<file path="config.mk">
export PLATFORM = sky130hd
export DESIGN_NAME = sdram_cmd_tracker
export DESIGN_NICKNAME = d
export VERILOG_FILES = /design/src/rtl/sdram_trk_pkg.sv /design/src/rtl/sdram_cmd_decode.sv /design/src/rtl/sdram_bank_state.sv /design/src/rtl/sdram_mask_pipe.sv /design/src/rtl/sdram_cmd_tracker.sv
export SDC_FILE = /design/constraint.sdc
export NUM_CORES = 1
export LEC_CHECK = 0
export BUFFER_PORTS_ARGS = -buffer_cell sky130_fd_sc_hd__buf_2
export CAP_MARGIN = 20
export CORE_MARGIN = 4
export CORE_UTILIZATION = 35
export DETAILED_ROUTE_END_ITERATION = 10
export PLACE_DENSITY_LB_ADDON = 0.05
export SLEW_MARGIN = 20
export SYNTH_ARGS = -nofsm -noshare
export SYNTH_HDL_FRONTEND = slang
export SYNTH_SLANG_ARGS = --single-unit
</file>
<file path="constraint.sdc">
create_clock -name clk -period 3.3 [get_ports clk]
set_input_delay 0.33 -clock clk [delete_from_list [all_inputs] [get_ports clk]]
set_output_delay 0.33 -clock clk [all_outputs]
set_load 0.05 [all_outputs]
</file>
<file path="src/rtl/sdram_trk_pkg.sv">
// Shared definitions for the SDRAM command and bank tracker.
// Assumes a four-bank, single-data-rate part; pin codes are low-active
// {ras_n,cas_n,we_n} levels sampled with cs_n low.
package sdram_trk_pkg;

    typedef enum logic [2:0] {
        CMD_NOP,
        CMD_ACT,
        CMD_RD,
        CMD_WR,
        CMD_PRE,
        CMD_REF,
        CMD_MRS,
        CMD_DESEL
    } cmd_e;

    localparam logic [2:0] PIN_ACT = 3'b011;
    localparam logic [2:0] PIN_RD  = 3'b101;
    localparam logic [2:0] PIN_WR  = 3'b100;
    localparam logic [2:0] PIN_PRE = 3'b010;
    localparam logic [2:0] PIN_REF = 3'b001;
    localparam logic [2:0] PIN_MRS = 3'b000;

endpackage

</file>
<file path="src/rtl/sdram_cmd_decode.sv">
// Command decoder: maps chip select and the three strobe pins to a command.
// Purely combinational; codes not in the table are treated as no-operation.
module sdram_cmd_decode
    import sdram_trk_pkg::*;
(
    input  logic cs_n,
    input  logic ras_n,
    input  logic cas_n,
    input  logic we_n,
    output cmd_e cmd
);

    // Decode the pin levels into one command value.
    always_comb begin
        if (cs_n) begin
            cmd = CMD_DESEL;
        end else begin
            case ({ras_n, cas_n, we_n})
                PIN_ACT: cmd = CMD_ACT;
                PIN_RD:  cmd = CMD_RD;
                PIN_WR:  cmd = CMD_WR;
                PIN_PRE: cmd = CMD_PRE;
                PIN_REF: cmd = CMD_REF;
                PIN_MRS: cmd = CMD_MRS;
                default: cmd = CMD_NOP;
            endcase
        end
    end

endmodule

</file>
<file path="src/rtl/sdram_bank_state.sv">
// Per-bank open flag and latched row. Flags misuse (column access to a
// closed bank, activate to an open bank) without touching the state.
// Assumes edge_ok already folds in the clock-enable gating.
module sdram_bank_state
    import sdram_trk_pkg::*;
#(
    parameter int NBANK = 4,
    parameter int ROW_W = 13,
    localparam int BA_W = $clog2(NBANK)
) (
    input  logic                   clk,
    input  logic                   rst_n,
    input  logic                   edge_ok,
    input  cmd_e                   cmd,
    input  logic [BA_W-1:0]        bank_sel,
    input  logic [ROW_W-1:0]       row_in,
    input  logic                   pre_all,
    output logic [NBANK-1:0]       bank_open,
    output logic [NBANK*ROW_W-1:0] open_row,
    output logic                   illegal
);

    logic             sel_open;
    logic [ROW_W-1:0] row_q [NBANK];

    // Current open state of the addressed bank.
    assign sel_open = bank_open[bank_sel];

    // Misuse of the addressed bank under the current command.
    always_comb begin
        illegal = 1'b0;
        if ((cmd == CMD_RD || cmd == CMD_WR) && !sel_open) illegal = 1'b1;
        if (cmd == CMD_ACT && sel_open)                     illegal = 1'b1;
    end

    for (genvar b = 0; b < NBANK; b++) begin : g_bank
        logic hit;
        assign hit = (bank_sel == BA_W'(b));

        // Open flag and row register of one bank.
        always_ff @(posedge clk) begin
            if (!rst_n) begin
                bank_open[b] <= 1'b0;
                row_q[b]     <= '0;
            end else if (edge_ok) begin
                if (cmd == CMD_ACT && hit && !bank_open[b]) begin
                    bank_open[b] <= 1'b1;
                    row_q[b]     <= row_in;
                end else if (cmd == CMD_PRE && (pre_all || hit)) begin
                    bank_open[b] <= 1'b0;
                end
            end
        end

        assign open_row[b*ROW_W +: ROW_W] = row_q[b];
    end

endmodule

</file>
<file path="src/rtl/sdram_mask_pipe.sv">
// Read-mask latency line: carries the inverted byte masks through DEPTH
// stages that shift only on valid edges. DEPTH of zero is a plain wire.
module sdram_mask_pipe #(
    parameter int LANES = 4,
    parameter int DEPTH = 2
) (
    input  logic             clk,
    input  logic             rst_n,
    input  logic             adv,
    input  logic [LANES-1:0] mask,
    output logic [LANES-1:0] lane_oe
);

    if (DEPTH == 0) begin : g_wire
        assign lane_oe = ~mask;
    end else begin : g_pipe
        logic [LANES-1:0] stg [DEPTH];

        // Shift the inverted masks one stage per valid edge.
        always_ff @(posedge clk) begin
            if (!rst_n) begin
                for (int i = 0; i < DEPTH; i++) stg[i] <= '0;
            end else if (adv) begin
                stg[0] <= ~mask;
                for (int i = 1; i < DEPTH; i++) stg[i] <= stg[i-1];
            end
        end

        assign lane_oe = stg[DEPTH-1];
    end

endmodule

</file>
<file path="src/rtl/sdram_cmd_tracker.sv">
// Top level of the device-side SDRAM command and bank tracker.
// Samples the pins on each rising edge, gates edges with the clock enable
// registered on the previous edge, decodes commands into one-cycle strobes,
// tracks banks, captures the burst start and forms the byte-lane enables.
module sdram_cmd_tracker
    import sdram_trk_pkg::*;
#(
    parameter int NBANK  = 4,
    parameter int ROW_W  = 13,
    parameter int COL_W  = 10,
    parameter int LANES  = 4,
    parameter int RD_LAT = 2,
    parameter int AP_BIT = 10,
    localparam int BA_W  = $clog2(NBANK)
) (
    input  logic                   clk,
    input  logic                   rst_n,
    input  logic                   cs_n,
    input  logic                   ras_n,
    input  logic                   cas_n,
    input  logic                   we_n,
    input  logic [ROW_W-1:0]       addr,
    input  logic                   ba0,
    input  logic                   ba1,
    input  logic                   cke,
    input  logic [LANES-1:0]       dqm,
    output logic                   cmd_act,
    output logic                   cmd_rd,
    output logic                   cmd_wr,
    output logic                   cmd_pre,
    output logic                   cmd_ref,
    output logic                   cmd_mrs,
    output logic [NBANK-1:0]       bank_open,
    output logic [NBANK*ROW_W-1:0] open_row,
    output logic [COL_W-1:0]       burst_col,
    output logic [BA_W-1:0]        burst_bank,
    output logic [LANES-1:0]       wr_lane_en,
    output logic [LANES-1:0]       rd_lane_oe,
    output logic                   proto_err
);

    cmd_e            cmd;
    logic            cke_q;
    logic            edge_ok;
    logic            illegal;
    logic [BA_W-1:0] bank_sel;

    assign bank_sel = {ba0, ba1};
    assign edge_ok  = cke_q;

    // Clock enable seen on this edge decides whether the next edge counts.
    always_ff @(posedge clk) begin
        if (!rst_n) cke_q <= 1'b1;
        else        cke_q <= cke;
    end

    sdram_cmd_decode u_dec (
        .cs_n  (cs_n),
        .ras_n (ras_n),
        .cas_n (cas_n),
        .we_n  (we_n),
        .cmd   (cmd)
    );

    sdram_bank_state #(.NBANK(NBANK), .ROW_W(ROW_W)) u_banks (
        .clk       (clk),
        .rst_n     (rst_n),
        .edge_ok   (edge_ok),
        .cmd       (cmd),
        .bank_sel  (bank_sel),
        .row_in    (addr),
        .pre_all   (addr[AP_BIT]),
        .bank_open (bank_open),
        .open_row  (open_row),
        .illegal   (illegal)
    );

    sdram_mask_pipe #(.LANES(LANES), .DEPTH(RD_LAT)) u_rdmask (
        .clk     (clk),
        .rst_n   (rst_n),
        .adv     (edge_ok),
        .mask    (dqm),
        .lane_oe (rd_lane_oe)
    );

    // One-cycle decoded command strobes for accepted commands.
    always_ff @(posedge clk) begin
        if (!rst_n || !edge_ok) begin
            {cmd_act, cmd_rd, cmd_wr, cmd_pre, cmd_ref, cmd_mrs} <= '0;
        end else begin
            cmd_act <= (cmd == CMD_ACT);
            cmd_rd  <= (cmd == CMD_RD);
            cmd_wr  <= (cmd == CMD_WR);
            cmd_pre <= (cmd == CMD_PRE);
            cmd_ref <= (cmd == CMD_REF);
            cmd_mrs <= (cmd == CMD_MRS);
        end
    end

    // Burst start column and bank of the last legal column access.
    always_ff @(posedge clk) begin
        if (!rst_n) begin
            burst_col  <= '0;
            burst_bank <= '0;
        end else if (edge_ok && (cmd == CMD_RD || cmd == CMD_WR) && !illegal) begin
            burst_col  <= addr[COL_W-1:0];
            burst_bank <= bank_sel;
        end
    end

    // Sticky protocol-error flag.
    always_ff @(posedge clk) begin
        if (!rst_n)                  proto_err <= 1'b0;
        else if (edge_ok && illegal) proto_err <= 1'b1;
    end

    // Write lanes follow the masks in the write cycle itself.
    assign wr_lane_en = (edge_ok && cmd == CMD_WR && !illegal) ? ~dqm : '0;

endmodule

</file>
==> impl_metrics.ini, run 1 <==
[sta]
fin_crit_ns = 2.22
fin_skew_ns = 0.0129
fin_setup_tns_ns = 0
max_slew.worst_pin.slew_ns = 0.976
slew_viol_final = 0
final.period_utilization_pct = 67.1
setup_viol = 0
grt_setup_unrepaired = false
hold_viol = 0
fmax_mhz = 451
maxSlewHeadroom_pct = 34.6

[pwr]
ir_worst_vdd_uv = 155
netSwitchingFraction_pct = 26.0
intPower_mw = 1.48
pwr-share-clk_pct = 32.0
power.switching_mw = 0.521
pwr-share-comb_pct = 10.0
pwr-share-seq_pct = 58.0
p_per_area_nw_per_um2 = 484
power.leakage_nw = 1.82

[status]
status = finished clean

[setup_path]
cpPeakStageDelay_ns = 0.90
crit_path_start_kind = flop
crit_path_max_fanout = 13
cp.arrival_ns = 2.44
cpMaxStageDelayCell = nor3_2
critPathKind = reg2reg
path_cells = nand4bb_1 > nor3_2 > and2_1
end_kind = flop
crit_required_ns = 3.52

[route]
post_drt_wl_per_cell_um = 16.4
initialDrtViolationCount = 47
vias = 2219
first_pass_iters = 4
drc = 0
postRouteAntennaNets = 0
via_per_inst = 4.54
routed_wirelength_um = 8010

[yosys]
yosysWarningCount = 0
synth-edff-count = 60
synth_ff_type = edfxtp_1
syn_inst = 249
synth_area_um2 = 3340
synth.net_count = 275
synth_top_cell_by_area = edfxtp_1
synth_most_common_cell = edfxtp_1
synth-seq-area-share_pct = 68.4
synthTopCellsByArea = edfxtp_1, dfxtp_1, and2_1
synthArstFlopShare_pct = 0
synth_top_cells_by_count = edfxtp_1, and2_1, dfxtp_1, nand2_1, mux2i_1
synth_cell_types = 40
syn_avg_cell_area_um2 = 13.4
synth-seq-cells = 84
synth_top_area_share_pct = 54.0

[clock_network]
clk_path_buf_depth = 2
clkTransAtPathRegs_ns = 0.09
cts_hold_buf = 0
post_cts_buffers = 0
cts_root_buffer = clkbuf_8
clock_sinks = 84
numCtsBuffers = 9
worstSkewPairLatency_ns = 0.35
cts_tree = done
cts_resized = 0
htree_levels = 3

[place]
dp_hpwl_um = 5560
io_buffers = 108
gp_congestion = 0.734

[global_routing]
grt_max_degree = 42
grt_overflow = 0
antenna_found_initial = 0
track_usage_pct = 14.8
grt_pass1_wl_um = 12600
grt_pass1_vias = 2284

[die]
die_area_um2 = 11200
core_um2 = 9280
rows = 35
die_h_um = 106
fp.dieW_um = 106
start_util_pct = 36.0
io_pins = 109

[worst_hold_path]
min_path_type = in2reg

[cells_and_area]
nets = 381
areaGrowthSynthToFinish_pct = 24.0
finalCoreUtilization_pct = 44.6
antenna_cells = 0
drive_gt1_share_pct = 38.9

[job]
maxCapViolCount = 0
-- worst paths after layout --
kind | to | depth (start not counted) | from | slack [ns]
worst max register to register | u_banks.row_q[3][7] | 3 | cke_q | 1.08
worst min register to register | burst_col[5] | 2 | burst_col[5] | 0.46
worst max-delay path | u_banks.row_q[3][7] | 3 | cke_q | 1.08
worst min-delay path | cke_q | 2 | cke | 0.16
-- logic make-up after synthesis --
logic type / share of synthesized area (%)
and+or+nand+nor: 20.5
AOI/OAI and AO/OA: 3.04
DFF: 68.4
buffers and inverters: 3.82
muxes: 4.31
-- per-layer routing --
| layer | GRT usage, % | share of wire, % | up-vias |
|---|---|---|---|
| met5 | 0 | 0 | - |
| met4 | 5.55 | 1.3 | 0 |
| met3 | 3.55 | 6.6 | 10 |
| met2 | 24.8 | 48 | 79 |
| met1 | 18.6 | 44 | 1045 |
| li1 | - | - | 1085 |
-- state kept, by name, summed over array words and instances (netlist names) --
register / flops
u_banks.bank_open: 4
u_rdmask.g_pipe.stg: 8
cke_q: 1
cmd_ref: 1
cmd_rd: 1
cmd_act: 1
cmd_pre: 1
burst_bank: 2
burst_col: 10
proto_err: 1
cmd_mrs: 1
cmd_wr: 1
u_banks.row_q: 52
-- area by class of cell --
cell class	instances	area [um^2]
Sequential cell	84	2280
Clock inverter	6	30.0
Multi-Input combinational cell	144	938
Tap cell	129	161
Timing Repair Buffer	113	578
Fill cell	921	5140
Clock buffer	10	138
Inverter	3	11.3
-- critical path: cells and delay by family (launching register included) --
kind          cells  cell delay [ns]
simple gates      3             1.62
flops             1             0.47
-- stage by stage --
stage	cell area, um^2	hold slack, ns	power [mW]	setup WS [ns]	cells
final	4140	0.162	2.01	1.08	489
after CTS	4140	0.146	2.04	1.00	489
after floorplan	3340	0.406	1.33	0.866	249
after global placement	3970	0.439	1.39	1.09	473
after detailed placement	3970	0.442	1.39	0.999	473
after global routing	4140	0.186	2.09	0.875	489
-- power groups by stage --
stage,clock network [mW],registers (mW),logic [mW]
finish,0.641,1.16,0.201
global route,0.710,1.17,0.215
CTS,0.667,1.16,0.205
detailed placement,0,1.19,0.204
global placement,0,1.19,0.202
floorplan,0,1.26,0.0634
-- layout by cell type, fill, tap and decap left out, types with 2 or more instances in the layout --
| master | Yosys | final |
|---|---|---|
| a211o_1 | 2 | 2 |
| a31o_2 | 2 | 2 |
| and2_1 | 48 | 48 |
| and3_1 | 5 | 5 |
| buf_2 | 1 | 108 |
| buf_4 | 4 | 5 |
| clkbuf_8 | 0 | 10 |
| clkinv_1 | 0 | 2 |
| clkinv_2 | 0 | 3 |
| dfxtp_1 | 24 | 24 |
| edfxtp_1 | 60 | 60 |
| inv_1 | 3 | 3 |
| mux2i_1 | 11 | 11 |
| nand2_1 | 24 | 24 |
| nand2b_1 | 6 | 6 |
| nand3b_1 | 2 | 2 |
| nand4bb_1 | 2 | 2 |
| nor2_1 | 9 | 9 |
| nor3_1 | 5 | 3 |
| nor3_2 | 2 | 4 |
| nor3b_1 | 2 | 2 |
| nor4_1 | 4 | 4 |
| o21ai_1 | 1 | 5 |
| o311ai_0 | 2 | 2 |
Power figures use the tool's default switching activity.
==> run 2, diff against run 1 <==
--- a/config.mk
+++ b/config.mk
@@ -5,6 +5,7 @@
 export SDC_FILE = /design/constraint.sdc
 export NUM_CORES = 1
 export LEC_CHECK = 0
+export ABC_AREA = 1
 export BUFFER_PORTS_ARGS = -buffer_cell sky130_fd_sc_hd__buf_2
 export CAP_MARGIN = 20
 export CORE_MARGIN = 4
==> constraint.sdc (replaced) <==
create_clock -name clk -period 2 [get_ports clk]
set_input_delay 0.2 -clock clk [delete_from_list [all_inputs] [get_ports clk]]
set_output_delay 0.2 -clock clk [all_outputs]
set_load 0.05 [all_outputs]
==> run 2 against run 1 <==
Effect of this change: clock-buffer cell count down 1; sequential power up 66%; global-route usage up 0.12 points; sequential share of layout area down 2.4 points; wire length up 1.5%; worst setup slack worse by 0.94 ns.
==> impl_metrics.ini, run 2 <==
[status]
status = finished clean

[clock_network]
htree_levels = 3
numCtsBuffers = 9
clock_sinks = 84
worstSkewPairLatency_ns = 0.36
clk_path_buf_depth = 2
cts_root_buffer = clkbuf_8
clkTransAtPathRegs_ns = 0.09
cts_tree = done

[yosys]
synth_most_common_cell = nor2_1
synth-seq-area-share_pct = 67.8
synth-edff-count = 60
synthArstFlopShare_pct = 0
synth_ff_type = edfxtp_1
synth.net_count = 355
synth_top_cell_by_area = edfxtp_1
synth_top_area_share_pct = 53.5
synth_area_um2 = 3370
synthTopCellsByArea = edfxtp_1, dfxtp_1, nor2_1
synth_cell_types = 23
yosysWarningCount = 0
synth_top_cells_by_count = nor2_1, edfxtp_1, inv_1
synth-seq-cells = 84
syn_inst = 329
syn_avg_cell_area_um2 = 10.2

[pwr]
power.leakage_nw = 2.10
pwr-share-comb_pct = 9.8
pwr-share-seq_pct = 52.3
p_per_area_nw_per_um2 = 849
power.total_mw = 3.68
netSwitchingFraction_pct = 26.4
ir_worst_vdd_uv = 284
intPower_mw = 2.71
power.switching_mw = 0.971
pwr-share-clk_pct = 38.0

[place]
dp_hpwl_um = 5990
dp_cells = 558
gp_congestion = 0.783
io_buffers = 108

[cells_and_area]
final_cell_mix = buf_2, nor2_1, edfxtp_1, inv_1, nand2_1
areaGrowthSynthToFinish_pct = 28.6
nets = 469
mostFrequentLayoutCell = buf_2
largest_reg_flops = 52
nFillCells = 919
reg_top3 = u_banks.row_q (52), burst_col (10), u_rdmask.g_pipe.stg (8)
fin_cells = 577
drive_gt1_share_pct = 34.2
antenna_cells = 0
top_register = u_banks.row_q

[sta]
slew_viol_final = 0
max_slew.worst_pin.slew_ns = 0.351
grt_setup_unrepaired = false
maxSlewHeadroom_pct = 76.5
fin_skew_ns = 0.0103
fin_crit_ns = 1.85
setup_viol = 0
final.period_utilization_pct = 92.7
hold_viol = 0
fin_setup_tns_ns = 0
hold_ws_ns = 0.0355
fmax_mhz = 540

[worst_hold_path]
min_path_type = in2reg

[setup_path]
critPathKind = reg2out
path_cells = nand2_1 > nand2_1 > nand2_1 > nand2_4 > nand3_4 > nor3_2 > buf_4
critPathMostFrequentCell = nand2_1
cp.arrival_ns = 1.65
cpPeakStageDelay_ns = 0.41
crit_path_start_kind = flop
crit_path_max_fanout = 15
crit_required_ns = 1.80
cpMaxStageDelayCell = dfxtp_1
worst-path-buf-inv = 1
end_kind = primary output
path_delay_family = simple AND/OR/NAND/NOR gates

[job]
maxCapViolCount = 0

[die]
fp.dieW_um = 106
core_um2 = 9280
die_h_um = 106
io_pins = 109
die_area_um2 = 11300
start_util_pct = 36.3
rows = 35

[global_routing]
grt_pass1_vias = 2560
grt_pass1_wl_um = 13100
antenna_found_initial = 0
track_usage_pct = 15.0
grt_overflow = 0
grt_max_degree = 17

[route]
first_pass_iters = 4
vias = 2507
initialDrtViolationCount = 83
drc = 0
via_per_inst = 4.34
postRouteAntennaNets = 0
post_drt_wl_per_cell_um = 14.1
routed_wirelength_um = 8130
-- run 2: cell types whose count changed after synthesis, moves of 4 or more --
cell      change
and3_1        -5
nor2_1       +73
nor4_1        -4
and2_1       -48
nand4_1      +14
clkbuf_1      -5
nand2_1      +23
mux2i_1      -11
nand2b_1      -6
inv_1        +49
buf_2         +6
-- run 2: cell type report --
type	instances	area, um^2	area share (%)
timing repair buffer	119	633	14.6
sequential	84	2280	52.7
multi-input combinational	176	825	19.0
clock buffer	9	124	2.86
clock inverter	7	105	2.43
tap	129	161	3.73
inverter	53	199	4.60
-- run 2: timing repair --
item,in CTS,in global routing
pin swaps,0,1
gates resized for setup,4,0
setup buffers,0,3
hold buffers,0,0
endpoints found under the setup margin,4,4
-- run 2: worst register-to-register path: stages, from the launching register on --
cell and delay [ns]:
dfxtp_1 0.34, nor3_1 0.31, nand3_1 0.12, nand2_1 0.17, buf_4 0.23
-- run 2: path summary, 6_finish.rpt --
| path | from | endpoint | slack [ns] | depth (start not counted) |
|---|---|---|---|---|
| worst min register to register | proto_err | proto_err | 0.48 | 2 |
| worst max-delay path | u_banks.bank_open[3] | wr_lane_en[1] | 0.15 | 7 |
| worst min-delay path | cke | cke_q | 0.04 | 2 |
| worst max register to register | u_banks.bank_open[1] | u_banks.row_q[1][5] | 0.54 | 4 |
-- run 2: through the flow --
stage          instance area (um^2)  worst slack, ns  util, %
6_report                       4330            0.147     46.6
5_1_grt                        4330          0.00323     46.6
4_1_cts                        4310           0.0323     46.4
3_5_place_dp                   4070            0.337     43.8
3_3_place_gp                   4070            0.389     43.8
2_1_floorplan                  3390           -0.169        -
-- run 2: cell families (layout without fill, tap and decap cells) --
kind of cell    Yosys count  in the layout  share of synthesized area, %
simple gates            165            165                          21.8
flops                    84             84                          67.8
buf+inv                  69            188                          8.62
compound gates           11             11                          1.78
-- run 2: power groups by stage --
stage          clock network (mW)  registers [mW]  logic, mW
2_1_floorplan                   0            2.09      0.125
3_3_place_gp                    0            1.96      0.363
3_5_place_dp                    0            1.96      0.363
4_1_cts                      1.42            1.92      0.364
5_1_grt                      1.49            1.93      0.388
6_report                     1.40            1.92      0.359
-- run 2: metal layers --
layer  GRT usage, %  routed length, um  vias up
li1               -                  -     1270
met1           19.2               3730     1152
met2           24.9               3810       74
met3           3.40                479       11
met4           5.27                114        0
met5              0                  0        -
